<file path="src/rtl/vqw_pkg.sv">
package vqw_pkg;
  localparam int IDX_W = 16;
  localparam int FLG_NEXT = 32;  // bit of the high descriptor word
  localparam int FLG_WRITE = 33;

  typedef enum logic [1:0] {S_IDLE, S_REQ, S_WAIT, S_DONE} state_e;
  typedef enum logic [1:0] {PH_AIDX, PH_HEAD, PH_DLO, PH_DHI} phase_e;

  function automatic logic [IDX_W-1:0] lane16(input logic [63:0] d, input logic [1:0] sel);
    return d[sel*16 +: 16];
  endfunction
endpackage

</file>
<file path="src/rtl/vqw_addr_gen.sv">
module vqw_addr_gen #(
  parameter int AW = 64
) (
  input  vqw_pkg::phase_e              ph_i,
  input  logic [AW-1:0]                desc_base_i,
  input  logic [AW-1:0]                avail_base_i,
  input  logic [vqw_pkg::IDX_W-1:0]    qmask_i,
  input  logic [vqw_pkg::IDX_W-1:0]    nxt_i,
  input  logic [vqw_pkg::IDX_W-1:0]    cur_i,
  output logic [AW-1:0]                addr_o
);
  import vqw_pkg::*;
  logic [AW-1:0] ring_off, desc_off;

  assign ring_off = AW'(nxt_i & qmask_i) << 1;
  assign desc_off = AW'(cur_i & qmask_i) << 4;

  always_comb begin
    case (ph_i)
      PH_AIDX: addr_o = avail_base_i + AW'(2);
      PH_HEAD: addr_o = avail_base_i + AW'(4) + ring_off;
      PH_DLO:  addr_o = desc_base_i + desc_off;
      default: addr_o = desc_base_i + desc_off + AW'(8);
    endcase
  end
endmodule

</file>
<file path="src/rtl/vqw_seg_count.sv">
module vqw_seg_count #(
  parameter int CW = 4
) (
  input  logic          clk_i,
  input  logic          rst_ni,
  input  logic          clr_i,
  input  logic          inc_i,
  input  logic          is_in_i,
  output logic [CW-1:0] in_cnt_o,
  output logic [CW-1:0] out_cnt_o,
  output logic [CW-1:0] total_o
);
  always_ff @(posedge clk_i or negedge rst_ni) begin
    if (!rst_ni) begin
      in_cnt_o  <= '0;
      out_cnt_o <= '0;
    end else if (clr_i) begin
      in_cnt_o  <= '0;
      out_cnt_o <= '0;
    end else if (inc_i) begin
      if (is_in_i) in_cnt_o <= in_cnt_o + CW'(1);
      else         out_cnt_o <= out_cnt_o + CW'(1);
    end
  end

  assign total_o = in_cnt_o + out_cnt_o;
endmodule

</file>
<file path="src/rtl/vq_chain_walker.sv">
module vq_chain_walker #(
  parameter int AW = 64,
  parameter int MAX_SEGS = 1024,
  localparam int CW = $clog2(MAX_SEGS + 1)
) (
  input  logic          clk_i,
  input  logic          rst_ni,
  input  logic [AW-1:0] desc_base_i,
  input  logic [AW-1:0] avail_base_i,
  input  logic [15:0]   qsize_i,
  input  logic          fetch_i,
  input  logic          skip_i,
  input  logic          remove_i,
  output logic          busy_o,
  output logic          mem_req_valid_o,
  output logic [AW-1:0] mem_req_addr_o,
  input  logic          mem_req_ready_i,
  input  logic          mem_rsp_valid_i,
  input  logic [63:0]   mem_rsp_data_i,
  output logic          seg_valid_o,
  output logic [63:0]   seg_addr_o,
  output logic [31:0]   seg_len_o,
  output logic          seg_in_o,
  output logic          done_o,
  output logic          done_empty_o,
  output logic [15:0]   done_id_o,
  output logic [CW-1:0] done_in_cnt_o,
  output logic [CW-1:0] done_out_cnt_o,
  output logic          loop_err_o
);
  import vqw_pkg::*;

  localparam logic [CW-1:0] LIMIT = CW'(MAX_SEGS - 1);

  state_e st_q;
  phase_e ph_q;
  logic [IDX_W-1:0] nxt_q, cur_q, head_q;
  logic is_skip_q, rm_q, empty_q, loop_q;
  logic [63:0] saddr_q, seg_addr_q;
  logic [31:0] seg_len_q;
  logic seg_v_q, seg_in_q;
  logic [IDX_W-1:0] rsp16;
  logic accept, rsp_hi;
  logic [CW-1:0] total;

  assign accept = (st_q == S_IDLE) && (fetch_i || skip_i);
  assign rsp_hi = (st_q == S_WAIT) && (ph_q == PH_DHI) && mem_rsp_valid_i;
  assign rsp16  = lane16(mem_rsp_data_i, mem_req_addr_o[2:1]);

  vqw_addr_gen #(.AW(AW)) i_addr (
    .ph_i(ph_q), .desc_base_i(desc_base_i), .avail_base_i(avail_base_i),
    .qmask_i(qsize_i - 16'd1), .nxt_i(nxt_q), .cur_i(cur_q), .addr_o(mem_req_addr_o)
  );

  vqw_seg_count #(.CW(CW)) i_cnt (
    .clk_i(clk_i), .rst_ni(rst_ni), .clr_i(accept), .inc_i(rsp_hi),
    .is_in_i(mem_rsp_data_i[FLG_WRITE]),
    .in_cnt_o(done_in_cnt_o), .out_cnt_o(done_out_cnt_o), .total_o(total)
  );

  always_ff @(posedge clk_i or negedge rst_ni) begin
    if (!rst_ni) begin
      st_q <= S_IDLE;  ph_q <= PH_AIDX;
      nxt_q <= '0;  cur_q <= '0;  head_q <= '0;
      is_skip_q <= 1'b0;  rm_q <= 1'b0;  empty_q <= 1'b0;  loop_q <= 1'b0;
      saddr_q <= '0;  seg_addr_q <= '0;  seg_len_q <= '0;
      seg_v_q <= 1'b0;  seg_in_q <= 1'b0;
    end else begin
      seg_v_q <= 1'b0;
      case (st_q)
        S_IDLE: if (accept) begin
          is_skip_q <= !fetch_i;  // fetch wins
          rm_q      <= remove_i;
          empty_q   <= 1'b0;
          ph_q      <= PH_AIDX;
          st_q      <= S_REQ;
        end
        S_REQ: if (mem_req_ready_i) st_q <= S_WAIT;
        S_WAIT: if (mem_rsp_valid_i) begin
          case (ph_q)
            PH_AIDX: begin
              if (rsp16 == nxt_q) begin
                empty_q <= 1'b1;
                st_q    <= S_DONE;
              end else if (is_skip_q) begin
                nxt_q <= nxt_q + 16'd1;
                st_q  <= S_DONE;
              end else begin
                ph_q <= PH_HEAD;
                st_q <= S_REQ;
              end
            end
            PH_HEAD: begin
              head_q <= rsp16;
              cur_q  <= rsp16;
              if (rm_q) nxt_q <= nxt_q + 16'd1;
              ph_q <= PH_DLO;
              st_q <= S_REQ;
            end
            PH_DLO: begin
              saddr_q <= mem_rsp_data_i;
              ph_q    <= PH_DHI;
              st_q    <= S_REQ;
            end
            default: begin
              seg_v_q    <= 1'b1;
              seg_addr_q <= saddr_q;
              seg_len_q  <= mem_rsp_data_i[31:0];
              seg_in_q   <= mem_rsp_data_i[FLG_WRITE];
              if (mem_rsp_data_i[FLG_NEXT]) begin
                if (total == LIMIT) begin
                  loop_q <= 1'b1;
                  st_q   <= S_DONE;
                end else begin
                  cur_q <= mem_rsp_data_i[63:48];
                  ph_q  <= PH_DLO;
                  st_q  <= S_REQ;
                end
              end else begin
                st_q <= S_DONE;
              end
            end
          endcase
        end
        default: st_q <= S_IDLE;
      endcase
    end
  end

  assign busy_o          = st_q != S_IDLE;
  assign mem_req_valid_o = st_q == S_REQ;
  assign seg_valid_o     = seg_v_q;
  assign seg_addr_o      = seg_addr_q;
  assign seg_len_o       = seg_len_q;
  assign seg_in_o        = seg_in_q;
  assign done_o          = st_q == S_DONE;
  assign done_empty_o    = empty_q;
  assign done_id_o       = head_q;
  assign loop_err_o      = loop_q;
endmodule

</file>
<file path="config.mk">
export PLATFORM = sky130hd
export DESIGN_NAME = vq_chain_walker
export DESIGN_NICKNAME = d
export VERILOG_FILES = /design/src/rtl/vqw_pkg.sv /design/src/rtl/vqw_addr_gen.sv /design/src/rtl/vqw_seg_count.sv /design/src/rtl/vq_chain_walker.sv
export SDC_FILE = /design/constraint.sdc
export NUM_CORES = 1
export LEC_CHECK = 0
export CAP_MARGIN = 40
export CORE_ASPECT_RATIO = 1.4
export CORE_UTILIZATION = 45
export DETAILED_ROUTE_END_ITERATION = 8
export PLACE_DENSITY = 0.72
export SLEW_MARGIN = 20
export SYNTH_ARGS = -nofsm -noshare
export SYNTH_HDL_FRONTEND = slang
export SYNTH_SLANG_ARGS = --single-unit
</file>
<file path="constraint.sdc">
create_clock -name clk_i -period 13.5 [get_ports clk_i]
set_input_delay 2.025 -clock clk_i [delete_from_list [all_inputs] [get_ports clk_i]]
set_output_delay 2.025 -clock clk_i [all_outputs]
set_load 0.05 [all_outputs]
</file>
* Yosys cells after proc, flatten, opt, wreduce, memory -nomap -nowiden
Index checks and enable logic that the tools add are counted.
Storage, ports and cells: output and inout port bits 205, register bits after elaboration 240, word-level logic and storage cells 120, input port bits 215
Cells by class: multiplexer cells 39, equal/unequal tests 22, $add $sub $neg 10, bitwise gates (word level) 4, shift operators 1, reductions and logical operators 28
Operator list (number):
- 64-bit one-hot mux with 3 select lines | 1
- 64-bit adder | 2
- 16-bit two-way mux | 5
- 11-bit two-way mux | 6
- 64-bit by 2-bit adder with 64-bit output, second input constant | 1
- 64-bit by 3-bit adder with 64-bit output, second input constant | 1
- 64-bit by 4-bit adder with 64-bit output, second input constant | 1
- 16-bit one-hot mux with 2 select lines | 2
- 64-bit by 7-bit indexed part select with 16-bit output | 1
- 16-bit bitwise AND | 2
- 2-bit two-way mux | 13
- 11-bit by 1-bit adder with 11-bit output, second input constant | 2
- 16-bit by 1-bit adder with 16-bit output, second input constant | 1
- 16-bit equality test | 1
- 16-bit by 1-bit subtractor with 16-bit output, second input constant | 1
- 5-bit AND reduction | 3
- 2-bit one-hot mux with 3 select lines | 2
- 3-bit AND reduction | 4
- 2-bit nonzero test | 6
- 11-bit adder | 1
- 11-bit by 10-bit equality test with 1-bit output, second input constant | 1
- 2-bit by 1-bit inequality test with 1-bit output, second input constant | 5
- 2-bit inequality test, second input constant | 5
- 5-bit by 2-bit inequality test with 1-bit output, second input constant | 2
- other kinds (16) | 35

* Logic depth before layout (Yosys ltp)
depth after elaboration 11, gate-level depth with buffers 21, gate-level depth less buffers 18

* Modules after synthesis
From an unflattened synthesis, not the netlist that was laid out.
Second synthesis, totals: cells, all modules 1859, area total of the unflattened synthesis 17860.9 um2
Modules (own cells, without submodules):
- vq_chain_walker | sequential area each 5455.2 um2, cells each 650, instances 1, area an instance 9362.7 um2
- vqw_addr_gen | sequential area each 0.0 um2, cells each 1045, instances 1, area an instance 6990.5 um2
- vqw_seg_count | sequential area each 550.5 um2, cells each 164, instances 1, area an instance 1507.7 um2

* Worst setup path after synthesis
Ideal clock, no wire load.
kind input to output, start input qsize_i[5], end output mem_req_addr_o[43], cell stages on the path 21, required time 11475 ps, buffers on the path 3, arrival time 8199 ps, slack 3276 ps, cells stage by stage or4_1 -> or3_1 -> or4_1 -> nor3_1 -> nor4b_1 -> xnor2_1 -> nor2b_1 -> ha_1 -> buf_2 -> nand4_1 -> o2bb2ai_1 -> nand2_1 -> o31a_1 -> buf_6 -> or4_4 -> a311oi_4 -> nand4_4 -> or2_1 -> buf_6 -> o311a_1 -> a211oi_1
On the way: longest elaborated chain between the ends 5, elaborated cells between the ends (all ways) 7, classes of those cells add/sub: 4; mux: 1; bitwise: 2
RTL lines:
- start: declaration | line vq_chain_walker.sv:10 | input logic [15:0] qsize_i,
- 16-bit by 1-bit subtractor with 16-bit output * | line vq_chain_walker.sv:52 | .qmask_i(qsize_i - 16'd1), .nxt_i(nxt_q), .cur_i(cur_q), .addr_o(mem_req_addr_o)
- 16-bit bitwise AND | line vqw_addr_gen.sv:16 | assign desc_off = AW'(cur_i & qmask_i) << 4;
- 64-bit adder | line vqw_addr_gen.sv:22, vqw_addr_gen.sv:23
- 64-bit by 4-bit adder with 64-bit output | line vqw_addr_gen.sv:23 | default: addr_o = desc_base_i + desc_off + AW'(8);
- 64-bit one-hot mux with 3 select lines * | line vqw_addr_gen.sv:19 | case (ph_i)
- end: declaration | line vq_chain_walker.sv:16 | output logic [AW-1:0] mem_req_addr_o,
Mark *: on every way between the ends. The rest lies on a longest branch, timed or not.

* Worst setup path after layout
start input qsize_i[3], end output mem_req_addr_o[43]
The elaborated chain is that of the path after synthesis.

==> impl_metrics.ini <==
[sta]
fin_hold_ws_ns = 0.4653
slew_headroom_pct = 37.48
layout_min_cycle_time_ns = 11.71
rsz0062_at_grt = no
timing.fmax_mhz = 85.43
finalHoldViolCount = 0
tightest_slew_ns = 0.9378
final.setup.worst_slack_ns = 1.794
min_period_over_period_pct = 86.71
setup_viol = 0
worst_clock_skew_ns = 0.008615
slew_viol_final = 0
final.setup.tns_ns = 0

[route]
via_per_inst = 6.160
drtAntennaViolNets = 0
drc_errors = 0
drt_iter0_drc = 1923
first_pass_iters = 6
num_vias = 20556
wl_per_cell_um = 25.82
totalWireLength_um = 86170

[synth]
ys_types = 90
syn_inst = 2410
ys_seq_area_share_pct = 30.66
synth_edf_count = 0
yosysWarnings = 0
syn_nets = 2696
synth_seq_cells = 240
avgSynthCellArea_sq_um = 8.129
synth_flop_cell = dfrtp_1
async_flop_share_pct = 100.0
syn_area_sq_mm = 0.01959

[clock_tree]
htree_num_levels = 1
cts_tree = yes
clock_latency_ns = 0.50
clk_path_buf_depth = 3
clk_pin_slew_ns = 0.07
post_cts_resized = 0
cts_buffers = 19
cts_setup_buffers = 0
postCtsHoldBufs = 0
cts.root.buffer_cell = clkbuf_16
cts_sinks = 240

[run_status]
status = completed

[finish]
seqCellArea_sq_mm = 0.006006
final_util_pct = 58.42
drive_gt1_share_pct = 7.115
layout_common_cells = nand2_1 (486), clkdlybuf4s50_1 (418), dfrtp_1 (240)
nNetsFinal = 3057
fill_cells = 3782
multi_input_area_sq_mm = 0.01304
stdcell_count = 3337
stdcell_area_sq_mm = 0.02513
area_growth_pct = 28.27
layout_commonest_cell = nand2_1

[global_routing]
antenna_found_initial = 3
grt_pass1_wl_um = 128100
grt_max_degree = 103
grt_usage_pct = 38.25
first_global_vias = 20605
grt-ovfl-total = 0

[setup_path]
critPathKind = input pin to output pin
cp_max_fo = 14
slowest_stage = clkdlybuf4s50_1
worstSetupEndpointType = output pin
cp_slowest_stage_delay_ns = 0.86
crit_required_ns = 11.48
worstSetupStartpointType = input pin
crit_arrival_ns = 9.68
worstPathCellList = clkdlybuf4s50_1, or4_1, or3_1, or4_1, nor3_1, xnor2_1, nor2b_1, ha_1, a21oi_1, o21ai_0, o2bb2ai_1, a211oi_1, nand4_1, nor4b_4, nand3_2, or2_1, o311a_1, a211oi_1, clkdlybuf4s50_1

[floorplanning]
initial_core_util_pct = 45.54
io_pins = 420
fp.coreArea_sq_mm = 0.04302
fp.dieW_um = 178.3
die_area_sq_mm = 0.04439
std_cell_rows = 90
die_y_um = 248.9

[power_and_ir_drop]
ir_drop_uv = 226.8
p_per_area_mw_per_mm2 = 175.6
p_leak_nw = 10.63
power_mw = 4.412

[place]
gp_congestion = 1.035
dp_cells = 3299
placed_area_sq_mm = 0.02440
portBuffers = 419
dp_slack_ns = 1.868
dpl.hpwl_um = 67670

[run]
cap_violations = 0

[worst_hold_path]
hold_path.class = flop to flop
## cells by family after synthesis
group                    Yosys count  synth area share, %
buffers and inverters            153                3.117
multiplexers                     120                6.878
adder cells (fa/ha/maj)           71                4.649
AND/OR/NAND/NOR                 1153                28.61
AO/OA/AOI/OAI                    416                14.61
flip-flops                       240                30.66
XOR/XNOR                         257                11.49
## power breakdown
group	switching [mW]	internal, mW
clock network	0.268	0.345
registers	0.119	0.896
logic	1.85	0.934
## final cells by class
class | count | share of cell area [%]
multi-input cells | 2017 | 51.87
clock buffers | 24 | 2.166
repair buffers | 457 | 18.23
well taps | 552 | 2.748
clock inverters | 9 | 0.5178
diodes | 2 | 0.01992
inverters | 36 | 0.5427
flip-flops and latches | 240 | 23.90
## critical path, delay by kind of cell
kind	cells	cell delay, ns
and+or+nand+nor	9	3.56
AOI/OAI and AO/OA	6	2.18
buffers and inverters	2	1.32
adders and majority gates	1	0.44
xor gates and xnor gates	1	0.12
## synth_stat cells, types with 12 or more instances
master,count,area share (%)
a222oi_1,26,1.3
and2_1,21,0.67
inv_1,34,0.65
dfrtp_1,240,31
buf_2,17,0.43
nand4_1,62,2.0
buf_1,17,0.33
nor3_1,66,1.7
o21ai_0,63,1.6
a21oi_1,133,3.4
nor4_1,42,1.3
nand2_1,488,9.3
or3_1,18,0.57
nor2b_1,37,1.2
nand2b_1,14,0.45
nor2_1,172,3.3
clkbuf_1,81,1.6
mux2_2,77,4.4
and3_1,49,1.6
and4_1,24,1.1
or4_1,16,0.61
xnor2_1,133,5.9
xor2_1,124,5.5
a21o_1,12,0.46
nand3_1,90,2.3
a211o_1,12,0.54
mux2i_1,39,2.0
o211ai_1,13,0.50
a211oi_1,27,1.0
ha_1,68,4.3
## state kept, by name (all words and copies together), names as in the netlist, 11 cells and up
register / flops
seg_addr_o: 64
seg_len_o: 32
i_cnt.in_cnt_o: 11
i_cnt.out_cnt_o: 11
nxt_q: 16
done_id_o: 16
saddr_q: 64
cur_q: 16
## layer usage
layer | global-route usage [%] | up-vias | wire length, um
li1 | - | 9388 | -
met1 | 44.75 | 9910 | 32210
met2 | 64.71 | 1022 | 41610
met3 | 7.112 | 234 | 6713
met4 | 21.94 | 2 | 5636
met5 | 0 | - | 9
## path summary, 6_finish.rpt
path	startpoint	to	slack (ns)	cells past startpoint
min in group asynchronous	rst_ni	seg_len_o[0]	1.53	1
max in group asynchronous	rst_ni	saddr_q[57]	10.08	5
worst max register to register	ph_q[1]	nxt_q[1]	8.44	14
worst min-delay path	saddr_q[60]	seg_addr_o[60]	0.47	2
worst min register to register	saddr_q[60]	seg_addr_o[60]	0.47	2
worst max-delay path	qsize_i[3]	mem_req_addr_o[43]	1.79	19
No activity file was read; power rests on OpenSTA's default activity.
